===== src/rtl/i2c_bw_pkg.sv =====
package i2c_bw_pkg;
   localparam int unsigned BYTE_BITS = 8;
   localparam int unsigned SLOT_BITS = BYTE_BITS + 1;
   localparam int unsigned CNT_W     = $clog2(SLOT_BITS + 1);
endpackage


===== src/rtl/i2c_bw_filter.sv =====
module i2c_bw_filter #(
   parameter int unsigned SYNC_STAGES = 2,
   parameter bit          MAJORITY    = 1'b1
) (
   input  logic clk,
   input  logic rst_n,
   input  logic raw,
   output logic clean
);
   generate
      if (SYNC_STAGES < 2) begin : g_bad_sync
         $error("SYNC_STAGES must be at least 2");
      end
   endgenerate

   logic [SYNC_STAGES-1:0] sy;

   always_ff @(posedge clk or negedge rst_n) begin
      if (!rst_n) sy <= '1;
      else        sy <= {sy[SYNC_STAGES-2:0], raw};
   end

   generate
      if (MAJORITY) begin : g_vote
         logic [2:0] win;
         always_ff @(posedge clk or negedge rst_n) begin
            if (!rst_n) begin
               win   <= 3'b111;
               clean <= 1'b1;
            end else begin
               win   <= {win[1:0], sy[SYNC_STAGES-1]};
               clean <= (win[0] & win[1]) | (win[0] & win[2]) | (win[1] & win[2]);
            end
         end
         // the filtered level only moves once two window samples agree on it
         assert_vote_agrees_R10: assert property (@(posedge clk) disable iff (!rst_n)
            (clean != $past(clean)) |-> ($past(win[0]) == clean || $past(win[1]) == clean));
      end else begin : g_plain
         always_ff @(posedge clk or negedge rst_n) begin
            if (!rst_n) clean <= 1'b1;
            else        clean <= sy[SYNC_STAGES-1];
         end
      end
   endgenerate
endmodule


===== src/rtl/i2c_bw_events.sv =====
module i2c_bw_events (
   input  logic clk,
   input  logic rst_n,
   input  logic scl,
   input  logic sda,
   output logic cond_start,
   output logic cond_stop,
   output logic scl_rise
);
   logic scl_q, sda_q;

   always_ff @(posedge clk or negedge rst_n) begin
      if (!rst_n) begin
         scl_q <= 1'b1;
         sda_q <= 1'b1;
      end else begin
         scl_q <= scl;
         sda_q <= sda;
      end
   end

   assign cond_start = scl & scl_q & sda_q & ~sda;
   assign cond_stop  = scl & scl_q & ~sda_q & sda;
   assign scl_rise   = scl & ~scl_q;
endmodule


===== src/rtl/i2c_bw_busy.sv =====
module i2c_bw_busy #(
   parameter int unsigned FREE_W = 16
) (
   input  logic              clk,
   input  logic              rst_n,
   input  logic              cond_start,
   input  logic              cond_stop,
   input  logic [FREE_W-1:0] free_cycles,
   output logic              in_frame,
   output logic              busy,
   output logic              ev_start,
   output logic              ev_rstart,
   output logic              ev_stop
);
   generate
      if (FREE_W < 1) begin : g_bad_w
         $error("FREE_W must be at least 1");
      end
   endgenerate

   logic              waiting;
   logic [FREE_W-1:0] wait_cnt;

   always_ff @(posedge clk or negedge rst_n) begin
      if (!rst_n) begin
         in_frame  <= 1'b0;
         busy      <= 1'b0;
         waiting   <= 1'b0;
         wait_cnt  <= '0;
         ev_start  <= 1'b0;
         ev_rstart <= 1'b0;
         ev_stop   <= 1'b0;
      end else begin
         ev_start  <= cond_start & ~in_frame;
         ev_rstart <= cond_start & in_frame;
         ev_stop   <= cond_stop;
         if (cond_start) begin
            in_frame <= 1'b1;
            busy     <= 1'b1;
            waiting  <= 1'b0;
         end else if (cond_stop) begin
            in_frame <= 1'b0;
            waiting  <= 1'b1;
            wait_cnt <= free_cycles;
         end else if (waiting) begin
            if (wait_cnt == '0) begin
               busy    <= 1'b0;
               waiting <= 1'b0;
            end else begin
               wait_cnt <= wait_cnt - 1'b1;
            end
         end
      end
   end

   assert_busy_after_start_R2: assert property (@(posedge clk) disable iff (!rst_n)
      ev_start |-> busy);
   assert_rstart_keeps_busy_R3: assert property (@(posedge clk) disable iff (!rst_n)
      ev_rstart |=> busy);
   assert_stop_single_R4: assert property (@(posedge clk) disable iff (!rst_n)
      ev_stop |=> !ev_stop);
   assert_busy_held_in_frame_R6: assert property (@(posedge clk) disable iff (!rst_n)
      (in_frame && busy) |=> busy);
endmodule


===== src/rtl/i2c_bw_bytes.sv =====
module i2c_bw_bytes
   import i2c_bw_pkg::*;
(
   input  logic                 clk,
   input  logic                 rst_n,
   input  logic                 cond_start,
   input  logic                 cond_stop,
   input  logic                 scl_rise,
   input  logic                 sda,
   input  logic                 in_frame,
   output logic                 rx_valid,
   output logic [BYTE_BITS-1:0] rx_byte,
   output logic                 rx_ack
);
   logic [CNT_W-1:0]     bit_cnt;
   logic [BYTE_BITS-1:0] shreg;

   always_ff @(posedge clk or negedge rst_n) begin
      if (!rst_n) begin
         bit_cnt  <= '0;
         shreg    <= '0;
         rx_valid <= 1'b0;
         rx_byte  <= '0;
         rx_ack   <= 1'b1;
      end else begin
         rx_valid <= 1'b0;
         if (cond_start || cond_stop) begin
            bit_cnt <= '0;
         end else if (scl_rise && in_frame) begin
            if (bit_cnt == CNT_W'(BYTE_BITS)) begin
               bit_cnt  <= '0;
               rx_valid <= 1'b1;
               rx_byte  <= shreg;
               rx_ack   <= sda;
            end else begin
               shreg   <= {shreg[BYTE_BITS-2:0], sda};
               bit_cnt <= bit_cnt + 1'b1;
            end
         end
      end
   end

   assert_count_range_R8: assert property (@(posedge clk) disable iff (!rst_n)
      bit_cnt <= CNT_W'(BYTE_BITS));
   assert_valid_single_R7: assert property (@(posedge clk) disable iff (!rst_n)
      rx_valid |=> !rx_valid);
   assert_no_byte_outside_R11: assert property (@(posedge clk) disable iff (!rst_n)
      rx_valid |-> $past(in_frame));
endmodule


===== src/rtl/i2c_bus_watch.sv =====
module i2c_bus_watch
   import i2c_bw_pkg::*;
#(
   parameter int unsigned FREE_W      = 16,
   parameter int unsigned SYNC_STAGES = 2,
   parameter bit          MAJORITY    = 1'b1
) (
   input  logic                 clk,
   input  logic                 rst_n,
   input  logic                 scl_in,
   input  logic                 sda_in,
   input  logic [FREE_W-1:0]    free_cycles,
   output logic                 ev_start,
   output logic                 ev_rstart,
   output logic                 ev_stop,
   output logic                 busy,
   output logic                 rx_valid,
   output logic [BYTE_BITS-1:0] rx_byte,
   output logic                 rx_ack
);
   logic scl_f, sda_f;
   logic cond_start, cond_stop, scl_rise, in_frame;

   i2c_bw_filter #(.SYNC_STAGES(SYNC_STAGES), .MAJORITY(MAJORITY)) u_scl_flt (
      .clk(clk), .rst_n(rst_n), .raw(scl_in), .clean(scl_f));
   i2c_bw_filter #(.SYNC_STAGES(SYNC_STAGES), .MAJORITY(MAJORITY)) u_sda_flt (
      .clk(clk), .rst_n(rst_n), .raw(sda_in), .clean(sda_f));

   i2c_bw_events u_ev (
      .clk(clk), .rst_n(rst_n), .scl(scl_f), .sda(sda_f),
      .cond_start(cond_start), .cond_stop(cond_stop), .scl_rise(scl_rise));

   i2c_bw_busy #(.FREE_W(FREE_W)) u_busy (
      .clk(clk), .rst_n(rst_n), .cond_start(cond_start), .cond_stop(cond_stop),
      .free_cycles(free_cycles), .in_frame(in_frame), .busy(busy),
      .ev_start(ev_start), .ev_rstart(ev_rstart), .ev_stop(ev_stop));

   i2c_bw_bytes u_bytes (
      .clk(clk), .rst_n(rst_n), .cond_start(cond_start), .cond_stop(cond_stop),
      .scl_rise(scl_rise), .sda(sda_f), .in_frame(in_frame),
      .rx_valid(rx_valid), .rx_byte(rx_byte), .rx_ack(rx_ack));

   assert_events_exclusive_R12: assert property (@(posedge clk) disable iff (!rst_n)
      $onehot0({ev_start, ev_rstart, ev_stop}));
   assert_stop_no_byte_R9: assert property (@(posedge clk) disable iff (!rst_n)
      ev_stop |-> !rx_valid);
endmodule


===== config.mk =====
export PLATFORM = sky130hd
export DESIGN_NAME = i2c_bus_watch
export DESIGN_NICKNAME = d
export VERILOG_FILES = /design/src/rtl/i2c_bw_pkg.sv /design/src/rtl/i2c_bw_filter.sv /design/src/rtl/i2c_bw_events.sv /design/src/rtl/i2c_bw_busy.sv /design/src/rtl/i2c_bw_bytes.sv /design/src/rtl/i2c_bus_watch.sv
export SDC_FILE = /design/constraint.sdc
export NUM_CORES = 1
export LEC_CHECK = 0
export ABC_CLOCK_PERIOD_IN_PS = 1850
export BUFFER_PORTS_ARGS = -buffer_cell sky130_fd_sc_hd__buf_2
export CAP_MARGIN = 15
export CORE_ASPECT_RATIO = 0.5
export CORE_MARGIN = 1.5
export CORE_UTILIZATION = 50
export DETAILED_ROUTE_END_ITERATION = 10
export GPL_ROUTABILITY_DRIVEN = 0
export PLACE_DENSITY = 0.74
export SYNTH_ARGS = -nofsm -noshare
export SYNTH_HDL_FRONTEND = slang
export SYNTH_SLANG_ARGS = --single-unit
export TNS_END_PERCENT = 30

===== constraint.sdc =====
create_clock -name clk -period 1.85 [get_ports clk]
set_clock_uncertainty 0.2 [all_clocks]
set_input_delay 0.0925 -clock clk [delete_from_list [all_inputs] [get_ports clk]]
set_output_delay 0.0925 -clock clk [all_outputs]
set_load 0.01 [all_outputs]

==> metrics.md <==
| Metric | Value |
|---|---|
| Wire length per cell | `16.6 µm` |
| FP Rows | `17` |
| Synthesized net count | `225` |
| Vias in the first global route | `1969` |
| Final #Nets | `334` |
| Layout cells sized above 1 | `50.0%` |
| Max Slew Vio Count | `0` |
| Sequential-to-total area share from yosys stat | `59.8%` |
| GR Util met3 | `9.87%` |
| Area Overhead vs Synth | `46.8%` |
| Grt peak-use layer | `met2` |
| Top_reg_cell synth | `dfrtp_1` |
| Antenna diodes | `0` |
| RSZ-0062 raised after global routing | `yes` |
| Hold crit path type | `in2async` |
| Crit Path Max Fanout | `4` |
| CTS clk-pin slew, worst paths | `80 ps` |
| #FFs+latches synth | `58` |
| Setup CP Type | `reg2reg` |
| M2 GR Usage | `41.1%` |
| Fin util | `79.3%` |
| Die extent in y | `52.6 µm` |
| Commonest cells post-synth | `dfrtp_1, nand2_1, mux2_2, dfstp_2, o21ai_0` |
| Post-Place Cells | `332` |
| Global Route met1 Usage | `28.7%` |
| Crit-path most repeated cell | `buf_4` |
| I/O Buffers | `33` |
| Yosys warns | `0` |
| Worst skew pair latency | `350 ps` |
| Slowest Stage Delay on Critical Path | `420 ps` |
| Mapped Avg Cell Area | `12.2 µm²` |
| Top post-synthesis cells by area | `dfrtp_1, dfstp_2, mux2_2` |
| Final WL | `6320 µm` |
| Area of the die | `5370 µm²` |
| Vias per cell | `5.50` |
| Chip width | `102 µm` |
| Root buf cell | `clkbuf_8` |
| Max-cap violations | `0` |
| CTS tree | `done` |
| Clock tree buffer depth | `2` |
| # setup viols final | `17` |
| Gr ovfl total | `0` |
| Starting DRT DRC Count | `124` |
| Crit path cell chain | `nor4_4 > buf_4 > nand4_1 > buf_4 > nor4b_4 > xnor2_1 > o21ai_1` |
| Max VDD drop | `697 µV` |
| Area leader, netlist | `dfrtp_1` |
| Final Worst Setup Slack | `-159 ps` |
| Worst path slowest cell | `dfrtp_1` |
| Post-synth EDFFs | `0` |
| Sink Count | `58` |
| Worst rel slew slack | `69.2%` |
| Final Total Pwr | `4.52 mW` |
| CP Capture Type | `flop` |
| Initial core utilization | `54.0%` |
| Status | `finished with violations` |
| Final period utilization | `109%` |
| Most common cell in the netlist | `dfrtp_1` |
| Mapped cell area | `2460 µm²` |
| Failing checks | `negative setup slack` |
| Worst-Margin Slew | `461 ps` |
| Worst EP arrival | `2040 ps` |
| Initial antenna violation count | `0` |
| Lkg Pwr | `1.62 nW` |
| Distinct cells, synth | `37` |
| Critical path startpoint category | `flop` |
| Async S/R FF share, synth | `100%` |
| Total track usage | `24.8%` |
| Detailed Routing Iterations Pass 1 | `4` |
| Hold Vio Cnt, Final | `0` |
| Syn Inst Count | `202` |
| Largest net degree at the start of global routing | `49` |
| Residual DRC | `0` |
| Fin cells | `382` |
| ANT nets after route | `0` |
| CP required | `1880 ps` |
| PD cells | `1250 nW/µm²` |
| Minimum clock period | `2010 ps` |
| Synth top area share | `43.8%` |
| CTS buffer count | `9` |
| Core Area | `4550 µm²` |
| Io pins | `34` |
| HPWL Detailed | `3300 µm` |
| First-pass GRT wire length | `9480 µm` |
| Htree depth | `3` |
| Max Clk Rate | `498 MHz` |
| Via count | `2102` |
[placed cells by master, fill, tap and decap left out, types with 3 or more instances in the layout]
cell type / count
buf_4: 48
dfrtp_1: 43
buf_2: 33
nand2_1: 21
dlygate4sd3_1: 20
mux2_2: 16
dfstp_2: 15
o21ai_1: 11
nor2_1: 9
xnor2_1: 9
clkbuf_8: 9
o21ai_0: 7
nand3_2: 5
nand3_1: 5
xor2_1: 5
inv_1: 4
clkinvlp_4: 4
nor4_4: 3
nor3_2: 3
a31oi_1: 3
nor4_2: 3
[per-stage QoR]
step | setup WS (ps) | setup TNS [ps] | cell area, µm² | hold slack (ps)
after floorplan | -50.1 | -107 | 2470 | -403
after global placement | -79.0 | -365 | 2990 | -219
after detailed placement | -145 | -1380 | 2990 | -215
after CTS | -39.9 | -167 | 3540 | 77.8
after global routing | -213 | -3000 | 3610 | 112
final | -159 | -1660 | 3610 | 70.2
[flip-flops by register name, indices dropped and copies added, names as in the netlist, 2 cells and up]
register / count
u_busy.wait_cnt: 16
u_bytes.bit_cnt: 4
u_bytes.rx_byte: 8
u_bytes.shreg: 8
u_scl_flt.g_vote.win: 3
u_scl_flt.sy: 2
u_sda_flt.g_vote.win: 3
u_sda_flt.sy: 2
[timing repair]
action	CTS	global route
hold buffers	20	0
cloned	0	0
pin swaps	7	8
buffers inserted	9	5
endpoints found under the setup margin	17	26
gates resized for setup	17	9
endpoints found under the hold margin	76	0
[where the power goes]
part | total, mW | internal (mW) | leakage, nW | switching (mW)
Clock | 1.18 | 0.629 | 0.0885 | 0.555
Combinational | 1.51 | 0.808 | 0.831 | 0.698
Sequential | 1.83 | 1.57 | 0.705 | 0.262
[worst paths after layout]
check                               startpoint                      end  slack, ps  cells past startpoint
setup / recovery           u_busy.wait_cnt[15]       u_busy.wait_cnt[4]       -160                      7
hold / removal                           rst_n      u_busy.wait_cnt[14]         70                      3
setup reg to reg           u_busy.wait_cnt[15]       u_busy.wait_cnt[4]       -160                      7
hold reg to reg                u_scl_flt.sy[1]  u_scl_flt.g_vote.win[0]        160                      0
max in group asynchronous                rst_n           u_busy.waiting        510                      3
min in group clk               u_scl_flt.sy[1]  u_scl_flt.g_vote.win[0]        160                      0
[area by class of cell]
class,count,area (µm²)
clock inverter,7,77.6
timing repair buffer,103,766
tap,66,82.6
clock buffer,9,124
inverter,6,22.5
sequential,58,1470
multi-input combinational,133,1070
fill,258,942
[worst max-delay path, delay by kind of cell, from the launching register on]
kind | cells | cell delay (ps)
and+or+nand+nor | 3 | 640
DFF | 1 | 420
buffers and inverters | 2 | 390
xor gates and xnor gates | 1 | 150
AOI/OAI and AO/OA | 1 | 80
[cell families after synthesis]
family / Yosys count / synth area share [%]
multiplexers: 18 / 8.19
buffers and inverters: 11 / 1.78
AND/OR/NAND/NOR: 68 / 16.4
adder cells (fa/ha/maj): 5 / 2.34
XOR/XNOR: 14 / 4.99
AO/OA/AOI/OAI: 28 / 6.46
flip-flops: 58 / 59.8
[layer usage]
metal	up-vias	share of wire, %
li1	936	-
met1	1023	40
met2	112	49
met3	31	6.3
met4	0	4.2
met5	-	0
Note: power is estimated with default switching activity, not from simulation.
